===== config.mk =====
export PLATFORM = sky130hd
export DESIGN_NAME = refresh_scheduler
export DESIGN_NICKNAME = d
export VERILOG_FILES = /design/src/rtl/refsched_pkg.sv /design/src/rtl/refsched_interval_timer.sv /design/src/rtl/refsched_rfc_guard.sv /design/src/rtl/refsched_burst_window.sv /design/src/rtl/refresh_scheduler.sv
export SDC_FILE = /design/constraint.sdc
export NUM_CORES = 1
export LEC_CHECK = 0
export BUFFER_PORTS_ARGS = -buffer_cell sky130_fd_sc_hd__buf_4
export CORE_MARGIN = 5
export CORE_UTILIZATION = 40
export DETAILED_ROUTE_END_ITERATION = 8
export PLACE_DENSITY = 0.53
export RECOVER_POWER = 100
export SYNTH_ARGS = -nofsm -noshare
export SYNTH_HDL_FRONTEND = slang
export SYNTH_HIERARCHICAL = 1
export SYNTH_SLANG_ARGS = --single-unit

===== constraint.sdc =====
create_clock -name clk -period 2.6 [get_ports clk]
set_input_delay 0.13 -clock clk [delete_from_list [all_inputs] [get_ports clk]]
set_output_delay 0.13 -clock clk [all_outputs]
set_load 0.05 [all_outputs]

===== src/rtl/refsched_pkg.sv =====
package refsched_pkg;

  // Nanoseconds to whole clock cycles, rounded up.
  function automatic int unsigned ns_to_cycles(input int unsigned ns, input int unsigned clk_ps);
    return (ns * 1000 + clk_ps - 1) / clk_ps;
  endfunction

  // Bits needed for a down-counter holding values 0..max_val.
  function automatic int unsigned cnt_bits(input int unsigned max_val);
    return (max_val < 2) ? 1 : $clog2(max_val + 1);
  endfunction

endpackage


===== src/rtl/refsched_interval_timer.sv =====
module refsched_interval_timer #(
  parameter int unsigned CNT_W     = 12,
  parameter int unsigned EARLY_CYC = 488,
  parameter int unsigned URG_CYC   = 875
) (
  input  logic             clk,
  input  logic             rst_n,
  input  logic             restart,
  output logic [CNT_W-1:0] count,
  output logic             early_hit,
  output logic             late_hit
);
  localparam logic [CNT_W-1:0] CNT_MAX = {CNT_W{1'b1}};
  localparam logic [CNT_W-1:0] EARLY_T = CNT_W'(EARLY_CYC);
  localparam logic [CNT_W-1:0] URG_T   = CNT_W'(URG_CYC);

  always_ff @(posedge clk or negedge rst_n) begin
    if (!rst_n)              count <= '0;
    else if (restart)        count <= '0;
    else if (count != CNT_MAX) count <= count + 1'b1;
  end

  assign early_hit = (count >= EARLY_T);
  assign late_hit  = (count >= URG_T);
endmodule


===== src/rtl/refsched_rfc_guard.sv =====
module refsched_rfc_guard #(
  parameter int unsigned RFC_CYC = 30
) (
  input  logic clk,
  input  logic rst_n,
  input  logic start,
  output logic busy
);
  localparam int unsigned GW = refsched_pkg::cnt_bits(RFC_CYC);
  logic [GW-1:0] left_q;

  always_ff @(posedge clk or negedge rst_n) begin
    if (!rst_n)           left_q <= '0;
    else if (start)       left_q <= GW'(RFC_CYC);
    else if (left_q != 0) left_q <= left_q - 1'b1;
  end

  assign busy = (left_q != '0);
endmodule


===== src/rtl/refsched_burst_window.sv =====
module refsched_burst_window #(
  parameter int unsigned DEPTH   = 8,
  parameter int unsigned WIN_CYC = 800
) (
  input  logic             clk,
  input  logic             rst_n,
  input  logic             issue,
  output logic [DEPTH-1:0] slot_alive,
  output logic             full
);
  localparam int unsigned PTR_W  = (DEPTH < 2) ? 1 : $clog2(DEPTH);
  localparam int unsigned LIFE_W = refsched_pkg::cnt_bits(WIN_CYC);

  logic [PTR_W-1:0] wr_ptr;

  always_ff @(posedge clk or negedge rst_n) begin
    if (!rst_n) wr_ptr <= '0;
    else if (issue) begin
      if (wr_ptr == PTR_W'(DEPTH - 1)) wr_ptr <= '0;
      else                             wr_ptr <= wr_ptr + 1'b1;
    end
  end

  // Slots are written in ring order, so the slot under wr_ptr is always the oldest.
  for (genvar g = 0; g < DEPTH; g++) begin : g_slot
    logic [LIFE_W-1:0] life_q;
    always_ff @(posedge clk or negedge rst_n) begin
      if (!rst_n)                               life_q <= '0;
      else if (issue && wr_ptr == PTR_W'(g))    life_q <= LIFE_W'(WIN_CYC);
      else if (life_q != '0)                    life_q <= life_q - 1'b1;
    end
    assign slot_alive[g] = (life_q != '0);
  end

  assign full = &slot_alive;
endmodule


===== src/rtl/refresh_scheduler.sv =====
module refresh_scheduler #(
  parameter int unsigned CLK_PS    = 4000,
  parameter int unsigned TREFI_NS  = 3900,
  parameter int unsigned MARGIN_NS = 400,
  parameter int unsigned EARLY_NS  = 1950,
  parameter int unsigned WINDOW_NS = 3200,
  parameter int unsigned TRFC_NS   = 120,
  parameter int unsigned HIST      = 8,
  parameter int unsigned CNT_W     = 12
) (
  input  logic             clk,
  input  logic             rst_n,
  input  logic             refresh_issued,
  input  logic             selfref_exit,
  input  logic             all_idle,
  output logic [CNT_W-1:0] since_last,
  output logic             ref_req,
  output logic             ref_urgent,
  output logic             rfc_busy,
  output logic             burst_block,
  output logic             ref_allowed
);
  import refsched_pkg::*;

  localparam int unsigned TREFI_CYC  = ns_to_cycles(TREFI_NS, CLK_PS);
  localparam int unsigned MARGIN_CYC = ns_to_cycles(MARGIN_NS, CLK_PS);
  localparam int unsigned EARLY_CYC  = ns_to_cycles(EARLY_NS, CLK_PS);
  localparam int unsigned URG_CYC    = TREFI_CYC - MARGIN_CYC;
  localparam int unsigned WIN_CYC    = ns_to_cycles(WINDOW_NS, CLK_PS);
  localparam int unsigned RFC_CYC    = ns_to_cycles(TRFC_NS, CLK_PS);

  // Named internal events, visible to the bound checker.
  logic             restart_evt;
  logic             early_hit;
  logic             late_hit;
  logic             owed_q;
  logic [HIST-1:0]  slot_alive;

  assign restart_evt = refresh_issued | selfref_exit;

  refsched_interval_timer #(
    .CNT_W(CNT_W), .EARLY_CYC(EARLY_CYC), .URG_CYC(URG_CYC)
  ) u_timer (
    .clk(clk), .rst_n(rst_n), .restart(restart_evt),
    .count(since_last), .early_hit(early_hit), .late_hit(late_hit)
  );

  refsched_rfc_guard #(.RFC_CYC(RFC_CYC)) u_guard (
    .clk(clk), .rst_n(rst_n), .start(restart_evt), .busy(rfc_busy)
  );

  refsched_burst_window #(.DEPTH(HIST), .WIN_CYC(WIN_CYC)) u_window (
    .clk(clk), .rst_n(rst_n), .issue(refresh_issued),
    .slot_alive(slot_alive), .full(burst_block)
  );

  // A self-refresh exit owes one refresh; the exit wins a tie with an issue.
  always_ff @(posedge clk or negedge rst_n) begin
    if (!rst_n)              owed_q <= 1'b0;
    else if (selfref_exit)   owed_q <= 1'b1;
    else if (refresh_issued) owed_q <= 1'b0;
  end

  assign ref_urgent  = late_hit | owed_q;
  assign ref_req     = early_hit | ref_urgent;
  assign ref_allowed = all_idle & ~rfc_busy & ~burst_block;
endmodule


==> flow_summary.toml <==
[run_status]
status = "finished, violations left"
violations = "setup timing"

[clocking]
htreeDepth = 3
clock_sinks = 101
cts_tree = "built"
cts_buffers = 9
insertion_delay_ns = 0.35
root_buffer = "clkbuf_16"
clk_pin_slew_ns = 0.07
clk_path_buf_depth = 2

[floorplanning]
start_util_pct = 40.5
num_rows = 43
core-area_um2 = 13800
ios = 22
die_w_um = 128
dieArea_um2 = 16400
die_y_um = 128

[grt]
grt_pass1_wl_mm = 19.9
grt_max_degree = 61
antenna_found_initial = 0
grt_pass1_vias = 4372
grtUsageTotal_pct = 14.8
gr-total-overflow = 0

[setup_path]
startpoint_type = "flip-flop"
arrival_ns = 2.47
cp-end-kind = "output pin"
worstPathRequired_ns = 2.47
startpoint = "u_window/g_slot[4].life_q[0]"
critPathKind = "flip-flop to output pin"
cp_max_fo = 4
r2r-start = "u_window/g_slot[4].life_q[0]"

[timing]
setup_ws_ns = -0.00122
setup-violations-final = 1
slew_headroom_pct = 29.2
fin_crit_ns = 2.60
rsz0062_at_grt = "yes"
finalSetupTns_ns = -0.00122
tightest_slew_ns = 1.06
maxSlewViolCount = 0
finalCritPeriodShare_pct = 100
hold_viol = 0
clock_skew_ns = 0.00888
max_freq_mhz = 384
timing.hold.ws_ns = 0.0846

[synth]
synth_cell_types = 59
syn_nets = 611
seq_area_frac_synth_pct = 45.3
postSynthAreaPerCell_um2 = 9.56
synthFlopType = "dfrtp_1"
synth-seq-cells = 101
synth_edf_count = 0
syn_area_um2 = 5580
synthArstFlopShare_pct = 100
yosysWarnings = 6
netlist_instances = 584

[power]
ir_worst_vdd_uv = 465
p_leak_nw = 2.68
power_frac_clock_pct = 23.1
report.power.total_w = 0.00685
seq_power_share_pct = 42.1
p_sw_w = 0.00249
switching_share_pct = 36.4
combPwrFrac_pct = 34.7
intPower_w = 0.00435
powerDensity_nw_per_um2 = 1080

[detailed_routing]
vias = 4374
dr.pass1.iters = 5
post_drt_wl_per_cell_um = 14.2
wl_mm = 11.5
vias_per_cell = 5.41
drc = 0
antenna_left = 0
first_iter_violations = 267

[job]
drv_cap = 0

[finish]
most-common-layout-cells = "dfrtp_1, nor2_1, inv_1, a21oi_1, nand2_1"
drive_above_1_share_pct = 11.1
area_growth_pct = 14.1
layout_commonest_cell = "dfrtp_1"
num_antenna_cells = 0
nNetsFinal = 650

[placement]
globalplace.congestion = 0.873
place_ws_ns = 0.209
hpwl_mm = 7.87
portBuffers = 21

[worst_hold_path]
hold_path_class = "input pin to flip-flop"
hold_start = "refresh_issued"
## final timing paths
| path | slack [ns] | end | depth (start not counted) |
|---|---|---|---|
| max in group asynchronous | 0.62 | u_window/g_slot[0].life_q[3] | 3 |
| min | 0.08 | u_window/wr_ptr[2] | 2 |
| min in group asynchronous | 0.50 | u_window/g_slot[6].life_q[5] | 2 |
| max | -0.001 | ref_allowed | 8 |
| min reg2reg | 0.50 | u_window/g_slot[4].life_q[5] | 1 |
| max reg2reg | 0.47 | u_window/g_slot[4].life_q[4] | 7 |
## power by group through the flow
stage	registers (W)	clock network (W)	logic (W)
5_1_grt	0.00300	0.00171	0.00272
3_3_place_gp	0.00287	0	0.00223
4_1_cts	0.00288	0.00165	0.00238
6_report	0.00289	0.00158	0.00238
3_5_place_dp	0.00289	0	0.00231
2_1_floorplan	0.00272	0	0.00182
## what timing repair did
action	CTS	global route
buffers inserted	3	5
hold buffers	2	0
endpoints found under the hold margin	42	0
pin swaps	1	4
endpoints found under the setup margin	1	1
resized for setup	7	3
## cell type report
type,instances,area (um^2)
fillers,1372,7400
multi-input cells,429,2840
flip-flops and latches,101,2530
repair buffers,45,284
clock buffers,11,253
well taps,180,225
inverters,37,139
clock inverters,5,106
## sequential cells by signal, summed over array words and instances, names as in the netlist
signal,flops
u_window/g_slot.life_q,80
owed_q,1
u_window/wr_ptr,3
u_timer/count,12
u_guard/left_q,5
## through the flow
step / util (%) / std cells / area [um^2]
after floorplan: - / 584 / 5590
after global placement: 43.6 / 782 / 6000
after detailed placement: 43.6 / 782 / 6000
after CTS: 46.6 / 803 / 6420
after global routing: 46.2 / 808 / 6370
final: 46.2 / 808 / 6370
## kinds of logic (layout without fill, tap and decap cells)
| logic type | count (synthesis) | in the layout | share of synthesized area, % |
|---|---|---|---|
| muxes | 11 | 11 | 2.06 |
| adders and majority gates | 22 | 22 | 4.93 |
| DFF | 101 | 101 | 45.3 |
| buffers and inverters | 54 | 98 | 4.22 |
| AOI/OAI and AO/OA | 115 | 115 | 13.7 |
| and+or+nand+nor | 248 | 248 | 24.6 |
| xor gates and xnor gates | 33 | 33 | 5.18 |
## Yosys cell counts (all sizes together), types with 9 or more instances
cell type  number  area share [%]
nor3           19             1.8
nor2           70             4.7
or3            10             1.2
inv            37             2.5
nand2b          9             1.0
xnor2          24             3.8
a21oi          29             2.6
or4            13             1.8
and3           10             1.2
nand3          26             2.3
a211oi         12             1.7
xor2            9             1.4
a31oi          17             1.9
nor4           14             1.7
o21ai          18             1.6
clkbuf         10            0.72
dfrtp         101              45
o31ai           9             1.2
mux2i          10             1.8
nand2          29             2.0
ha             22             4.9
## worst max-delay path, stage by stage (launching register included)
cell	delay (ns)
dfrtp_1	0.40
inv_2	0.10
ha_4	0.14
or4b_4	0.49
or3_4	0.41
nand4_1	0.15
nor2_4	0.08
nor3b_4	0.18
buf_6	0.18
## per-layer routing
metal | share of wire (%) | routed length [um] | vias to the layer above | track usage, %
li1 | - | - | 2173 | -
met1 | 47 | 5400 | 2141 | 18.1
met2 | 49 | 5650 | 46 | 25.5
met3 | 2.4 | 280 | 14 | 3.50
met4 | 1.5 | 172 | 0 | 5.43
met5 | 0 | 0 | - | 0
Power figures use the tool's default switching activity.
